===== src/rtl/spi_regio_pkg.sv =====
package spi_regio_pkg;

  localparam int ADDR_W  = 7;
  localparam int BYTE_W  = 8;
  localparam int FRAME_W = 2 * BYTE_W;
  localparam int EDGES   = 2 * FRAME_W;
  localparam int WIN_W   = $clog2(EDGES + 1);

  typedef enum logic [0:0] {
    ST_IDLE  = 1'b0,
    ST_FRAME = 1'b1
  } regio_state_t;

  // Command byte: read flag on top, address below; second byte zero on reads.
  function automatic logic [FRAME_W-1:0] build_frame(
    input logic              is_read,
    input logic [ADDR_W-1:0] addr,
    input logic [BYTE_W-1:0] wdata
  );
    logic [BYTE_W-1:0] second;
    second = is_read ? '0 : wdata;
    return {is_read, addr, second};
  endfunction

endpackage


===== src/rtl/spi_regio_timer.sv =====
module spi_regio_timer #(
  parameter int DIV_W = 8
) (
  input  logic             clk,
  input  logic             rst_n,
  input  logic             run,
  input  logic [DIV_W-1:0] div,
  output logic             tick
);

  logic [DIV_W-1:0] cnt;

  assign tick = run && (cnt == div);

  always_ff @(posedge clk) begin
    if (!rst_n) begin
      cnt <= '0;
    end else if (!run || tick) begin
      cnt <= '0;
    end else begin
      cnt <= cnt + 1'b1;
    end
  end

  // the half-period counter never runs past the divider value
  a_r7_count_bounded: assert property (@(posedge clk) disable iff (!rst_n)
    run |-> (cnt <= div));

  // with a divider above zero, ticks are never back to back
  a_r7_tick_spacing: assert property (@(posedge clk) disable iff (!rst_n)
    (tick && (div != '0)) |=> !tick);

endmodule


===== src/rtl/spi_regio_shift.sv =====
module spi_regio_shift
  import spi_regio_pkg::*;
(
  input  logic               clk,
  input  logic               rst_n,
  input  logic               idle,
  input  logic               cpol_live,
  input  logic               load,
  input  logic [FRAME_W-1:0] frame_in,
  input  logic               cpha,
  input  logic               edge_en,
  input  logic [WIN_W-1:0]   edge_idx,
  input  logic               miso,
  output logic               sclk,
  output logic               mosi,
  output logic [BYTE_W-1:0]  rx_byte
);

  logic [FRAME_W-1:0] tx_q;
  logic               lead_edge;
  logic               sample_now;
  logic               launch_now;

  // Even edge numbers leave the idle level, odd ones return to it.
  assign lead_edge  = ~edge_idx[0];
  assign sample_now = lead_edge ^ cpha;
  // Phase 1 launches on leading edges; the very first bit is already out.
  assign launch_now = ~sample_now && (edge_idx != '0);

  assign mosi = idle ? 1'b0 : tx_q[FRAME_W-1];

  always_ff @(posedge clk) begin
    if (!rst_n) begin
      sclk    <= 1'b0;
      tx_q    <= '0;
      rx_byte <= '0;
    end else if (load) begin
      tx_q    <= frame_in;
      rx_byte <= '0;
      sclk    <= cpol_live;
    end else if (idle) begin
      sclk <= cpol_live;
    end else if (edge_en) begin
      sclk <= ~sclk;
      if (sample_now) begin
        rx_byte <= {rx_byte[BYTE_W-2:0], miso};
      end
      if (launch_now) begin
        tx_q <= {tx_q[FRAME_W-2:0], 1'b0};
      end
    end
  end

  // inside a frame SCLK moves only on a timer edge
  a_r7_sclk_on_edge: assert property (@(posedge clk) disable iff (!rst_n)
    ($past(!idle) && !idle && !$stable(sclk)) |-> $past(edge_en));

  // MOSI never changes on a sampling edge
  a_r6_mosi_steady_at_sample: assert property (@(posedge clk) disable iff (!rst_n)
    ($past(!idle) && $past(edge_en) && $past(sample_now)) |-> $stable(mosi));

endmodule


===== src/rtl/spi_regio_master.sv =====
module spi_regio_master
  import spi_regio_pkg::*;
#(
  parameter int NUM_CS = 4,
  parameter int DIV_W  = 8,
  localparam int SEL_W = (NUM_CS > 1) ? $clog2(NUM_CS) : 1
) (
  input  logic              clk,
  input  logic              rst_n,
  input  logic              cfg_cpol,
  input  logic              cfg_cpha,
  input  logic [DIV_W-1:0]  cfg_div,
  input  logic              cmd_valid,
  output logic              cmd_ready,
  input  logic              cmd_read,
  input  logic [ADDR_W-1:0] cmd_addr,
  input  logic [BYTE_W-1:0] cmd_wdata,
  input  logic [SEL_W-1:0]  cmd_sel,
  output logic              rsp_done,
  output logic [BYTE_W-1:0] rsp_rdata,
  output logic              spi_sclk,
  output logic              spi_mosi,
  input  logic              spi_miso,
  output logic [NUM_CS-1:0] spi_cs_n
);

  regio_state_t       state;
  logic [WIN_W-1:0]   win;
  logic [DIV_W-1:0]   div_q;
  logic               cpol_q;
  logic               cpha_q;
  logic               rd_q;
  logic               tick;
  logic               accept;
  logic               last_win;
  logic               edge_en;
  logic               frame_end;
  logic [FRAME_W-1:0] frame_w;
  logic [BYTE_W-1:0]  rx_byte;

  assign cmd_ready = (state == ST_IDLE);
  assign accept    = cmd_valid && cmd_ready;
  assign last_win  = (win == WIN_W'(EDGES));
  assign edge_en   = tick && !last_win;
  assign frame_end = tick && last_win;
  assign frame_w   = build_frame(cmd_read, cmd_addr, cmd_wdata);

  spi_regio_timer #(.DIV_W(DIV_W)) u_timer (
    .clk  (clk),
    .rst_n(rst_n),
    .run  (state == ST_FRAME),
    .div  (div_q),
    .tick (tick)
  );

  spi_regio_shift u_shift (
    .clk      (clk),
    .rst_n    (rst_n),
    .idle     (state == ST_IDLE),
    .cpol_live(cfg_cpol),
    .load     (accept),
    .frame_in (frame_w),
    .cpha     (cpha_q),
    .edge_en  (edge_en),
    .edge_idx (win),
    .miso     (spi_miso),
    .sclk     (spi_sclk),
    .mosi     (spi_mosi),
    .rx_byte  (rx_byte)
  );

  // Window 0 is the lead-in, windows 1..32 follow the SCLK edges,
  // the tick closing window 32 releases the select.
  always_ff @(posedge clk) begin
    if (!rst_n) begin
      state     <= ST_IDLE;
      win       <= '0;
      div_q     <= '0;
      cpol_q    <= 1'b0;
      cpha_q    <= 1'b0;
      rd_q      <= 1'b0;
      rsp_done  <= 1'b0;
      rsp_rdata <= '0;
    end else begin
      rsp_done <= 1'b0;
      case (state)
        ST_IDLE: begin
          if (accept) begin
            state  <= ST_FRAME;
            win    <= '0;
            div_q  <= cfg_div;
            cpol_q <= cfg_cpol;
            cpha_q <= cfg_cpha;
            rd_q   <= cmd_read;
          end
        end
        default: begin
          if (frame_end) begin
            state    <= ST_IDLE;
            rsp_done <= 1'b1;
            if (rd_q) begin
              rsp_rdata <= rx_byte;
            end
          end else if (tick) begin
            win <= win + 1'b1;
          end
        end
      endcase
    end
  end

  // One select flop per line; an index with no line leaves all high.
  for (genvar g = 0; g < NUM_CS; g++) begin : g_cs
    always_ff @(posedge clk) begin
      if (!rst_n) begin
        spi_cs_n[g] <= 1'b1;
      end else if (accept) begin
        spi_cs_n[g] <= (cmd_sel != SEL_W'(g));
      end else if (frame_end) begin
        spi_cs_n[g] <= 1'b1;
      end
    end
  end

  // at most one select line is low
  a_r4_cs_onehot: assert property (@(posedge clk) disable iff (!rst_n)
    $onehot0(~spi_cs_n));

  // select lines hold still for the whole frame
  a_r4_cs_stable: assert property (@(posedge clk) disable iff (!rst_n)
    ((state == ST_FRAME) && $past(state == ST_FRAME)) |-> $stable(spi_cs_n));

  // no command is taken while a select line is low
  a_r8_busy_blocks: assert property (@(posedge clk) disable iff (!rst_n)
    (spi_cs_n != '1) |-> !cmd_ready);

  // the done strobe coincides with release and lasts one cycle
  a_r9_done_released: assert property (@(posedge clk) disable iff (!rst_n)
    rsp_done |-> ((spi_cs_n == '1) && cmd_ready));

  a_r9_done_single: assert property (@(posedge clk) disable iff (!rst_n)
    rsp_done |=> !rsp_done);

  // after 32 edges SCLK is back at the captured idle level
  a_r5_sclk_home: assert property (@(posedge clk) disable iff (!rst_n)
    rsp_done |-> (spi_sclk == cpol_q));

endmodule


===== config.mk =====
export PLATFORM = sky130hd
export DESIGN_NAME = spi_regio_master
export DESIGN_NICKNAME = d
export VERILOG_FILES = /design/src/rtl/spi_regio_pkg.sv /design/src/rtl/spi_regio_timer.sv /design/src/rtl/spi_regio_shift.sv /design/src/rtl/spi_regio_master.sv
export SDC_FILE = /design/constraint.sdc
export NUM_CORES = 1
export LEC_CHECK = 0
export BUFFER_PORTS_ARGS = -buffer_cell sky130_fd_sc_hd__buf_2
export CORE_ASPECT_RATIO = 0.5
export CORE_MARGIN = 2
export CORE_UTILIZATION = 60
export DETAILED_ROUTE_END_ITERATION = 8
export PLACE_DENSITY = 0.84
export SYNTH_ARGS = -nofsm -noshare
export SYNTH_HDL_FRONTEND = slang
export SYNTH_HIERARCHICAL = 1
export SYNTH_SLANG_ARGS = --single-unit

===== constraint.sdc =====
create_clock -name clk -period 5.15 [get_ports clk]
set_clock_uncertainty 0.2 [all_clocks]
set_input_delay 1.03 -clock clk [delete_from_list [all_inputs] [get_ports clk]]
set_output_delay 1.03 -clock clk [all_outputs]
set_load 0.05 [all_outputs]

==> impl_metrics.sql <==
INSERT INTO impl_metrics (metric_group, metric, value, unit) VALUES
('global_route', 'antenna_found_initial', '0', ''),
('layout', 'final_core_utilization', '0.731', ''),
('placed_design', 'place_area', '3100', 'um^2'),
('timing', 'timing.max_slew.rel_slack', '0.505', ''),
('global_route', 'first_global_vias', '2284', ''),
('synth', 'count_of_warnings_emitted_by_yosys', '6', ''),
('layout', 'multi_input_comb_area', '1480', 'um^2'),
('layout', 'nets', '406', ''),
('global_route', 'grt_pass1_wl', '10300', 'um'),
('clock_network', 'cts.htree.levels', '3', ''),
('synth', 'avgSynthCellArea', '8.78', 'um^2'),
('synth', 'synthSimpleGateAreaFrac', '0.224', ''),
('clock_network', 'cts_tree', 'yes', ''),
('clock_network', 'cts.path.max_buffers', '2', ''),
('global_route', 'largest_net_degree_at_the_start_of_global_routing', '47', ''),
('synth', 'yosysUniqueCellTypes', '47', ''),
('route', 'detailedRoute.firstIterationViolations', '156', ''),
('clock_network', 'clock_insertion_delay_worst_skew', '0.34', 'ns'),
('layout', 'n_antenna_cell', '0', ''),
('global_route', 'gr-total-overflow', '0', ''),
('timing', 'rsz_0062_raised_after_global_routing', 'false', ''),
('route', 'wl_per_cell', '14.0', 'um'),
('layout', 'fill_cells', '340', ''),
('timing', 'whs', '0.253', 'ns'),
('placed_design', 'placement.io_buffers', '47', ''),
('synth', 'syn-instance-count', '329', ''),
('critical_path', 'max_stage_delay', '0.53', 'ns'),
('route', 'drc', '0', ''),
('die', 'floorplan.die.height', '53.1', 'um'),
('synth', 'synth_compound_gate_area_share', '0.202', ''),
('critical_path', 'timing.critical_path.from_type', 'flip-flop', ''),
('layout', 'most_frequent_cells_in_the_layout', 'sky130_fd_sc_hd__dfxtp_1 (63), sky130_fd_sc_hd__nand2_1 (54), sky130_fd_sc_hd__buf_2 (47), sky130_fd_sc_hd__a21oi_1 (41), sky130_fd_sc_hd__o21ai_0 (23)', ''),
('pwr', 'finalPower', '0.00104', 'W'),
('critical_path', 'critPathKind', 'reg2reg', ''),
('synth', 'synth-main-ff-cell', 'sky130_fd_sc_hd__dfxtp_1', ''),
('critical_path', 'cp_top_family', 'simple AND/OR/NAND/NOR gates', ''),
('pwr', 'vdd.ir_drop.worst', '0.225', 'mV'),
('global_route', 'grt_usage', '0.252', ''),
('clock_network', 'cts_root_buf', 'sky130_fd_sc_hd__clkbuf_8', ''),
('critical_path', 'worst-endpoint-required', '5.17', 'ns'),
('timing', 'setup-tns-final', '0', 'ns'),
('synth', 'synth_enable_flop_cells', '0', ''),
('clock_network', 'cts.sink_count', '63', ''),
('timing', 'worst_slew_pin_slew', '0.743', 'ns'),
('layout', 'syn2layout_area_growth', '14.2', '%'),
('die', 'pin_count', '48', ''),
('critical_path', 'reg2reg_setup_slack', '2.05', 'ns'),
('status', 'outcome', 'finished clean', ''),
('critical_path', 'critPathMaxFanout', '9', ''),
('synth', 'synth_top_area_cell', 'sky130_fd_sc_hd__dfxtp_1', ''),
('die', 'floorplan.initialDensity', '0.640', ''),
('placed_design', 'detailed_place_hpwl', '4220', 'um'),
('placed_design', 'routability_congestion_estimate_from_global_placement', '0.869', ''),
('run', 'max-cap-violations', '0', ''),
('route', 'route.antenna.remaining_nets', '0', ''),
('layout', 'drive_above_1_share', '0.224', ''),
('route', 'wirelength', '6200', 'um'),
('die', 'die_outline_area', '5420', 'um^2'),
('pwr', 'power_leakage', '1.36', 'nW'),
('clock_network', 'count_of_instances_resized_after_the_clock_tree_is_built', '0', ''),
('clock_network', 'post-cts-setup-buffer-count', '0', ''),
('timing', 'finalSetupViolCount', '0', ''),
('timing', 'timing.final.hold_violations', '0', ''),
('synth', 'synth_sequential_area_ratio', '0.437', ''),
('synth', 'synthArstFlopShare', '0', ''),
('critical_path', 'dominant_cell_type_by_count_on_the_critical_path', 'sky130_fd_sc_hd__nor2b_1', ''),
('pwr', 'power.density_cell_area', '317', 'nW/um^2'),
('timing', 'maxClockFrequency', '323', 'MHz'),
('route', 'route.detailed.vias_per_inst', '5.67', ''),
('route', 'via_count', '2502', ''),
('synth', 'fraction_of_the_mapped_netlist_area_in_adder_cells', '0.0130', '');
registers in the layout (all words and copies together) (netlist names):
signal           count
u_shift/tx_q        16
div_q                8
rsp_rdata            8
u_shift/rx_byte      8
u_timer/cnt          8
win                  6
spi_cs_n             4
cpha_q               1
rd_q                 1
rsp_done             1
state                1
u_shift/sclk         1
power breakdown:
| part | internal (W) | leakage [nW] | total (W) | switching [W] |
|---|---|---|---|---|
| clock network | 0.000244 | 0.105 | 0.000424 | 0.000179 |
| logic | 0.0000368 | 0.739 | 0.000104 | 0.0000672 |
| registers | 0.000505 | 0.513 | 0.000516 | 0.0000118 |
| total | 0.000786 | 1.36 | 0.00104 | 0.000258 |
path summary, 6_finish.rpt:
kind                                       start                 end  cells past startpoint
worst min-delay path            u_shift/tx_q[10]    u_shift/tx_q[10]                      2
worst max register to register    u_timer/cnt[2]  u_shift/rx_byte[1]                      8
worst min register to register  u_shift/tx_q[10]    u_shift/tx_q[10]                      2
worst max-delay path              u_timer/cnt[2]  u_shift/rx_byte[1]                      8
worst reg2reg max path: stages (launching register included):
cell and delay, ns:
sky130_fd_sc_hd__dfxtp_1 0.49, sky130_fd_sc_hd__xor2_2 0.14, sky130_fd_sc_hd__nor4_4 0.53, sky130_fd_sc_hd__and3_1 0.31, sky130_fd_sc_hd__nor2b_1 0.24, sky130_fd_sc_hd__nor2b_1 0.38, sky130_fd_sc_hd__nand2b_1 0.37, sky130_fd_sc_hd__mux2i_1 0.28
sky130_fd_sc_hd__nor2_1 0.06
routing by layer:
layer / track usage / up-vias / share of wire
met4: 0.0800 / 0 / 0.012
met2: 0.455 / 75 / 0.49
met1: 0.291 / 1172 / 0.43
met5: 0 / - / 0
met3: 0.0753 / 10 / 0.061
li1: - / 1245 / -
cell families (layout without fill, tap and decap cells):
group	after synthesis	count (layout)
and+or+nand+nor	122	122
AOI/OAI and AO/OA	93	93
DFF	63	63
buffers and inverters	26	72
xor gates and xnor gates	13	13
muxes	9	9
adders and majority gates	3	3
area by class of cell:
| type | count | share of cell area |
|---|---|---|
| Inverter | 9 | 0.0102 |
| Tap cell | 66 | 0.0250 |
| Timing Repair Buffer | 48 | 0.0736 |
| Sequential cell | 63 | 0.383 |
| Clock buffer | 11 | 0.0459 |
| Multi-Input combinational cell | 240 | 0.449 |
| Clock inverter | 4 | 0.0137 |
stage by stage:
stage / cells / setup WS (ns)
2_1_floorplan: 329 / 2.41
6_report: 441 / 2.05
5_1_grt: 441 / 1.85
3_3_place_gp: 426 / 2.36
4_1_cts: 441 / 2.08
3_5_place_dp: 426 / 2.17
synth_stat cells, drive strengths merged, types with 2 or more instances:
cell type / n
clkbuf: 9
nor3b: 4
nand2: 54
xor2: 11
a21oi: 42
nand4: 4
o211a: 2
nor4: 3
or4: 2
a211oi: 5
a221oi: 3
nor2b: 11
or3: 4
o31ai: 2
o21ai: 32
buf: 8
xnor2: 2
nand3: 17
mux2i: 9
nor3: 4
ha: 3
nor2: 13
inv: 8
dfxtp: 63
Power figures use the tool's default switching activity.
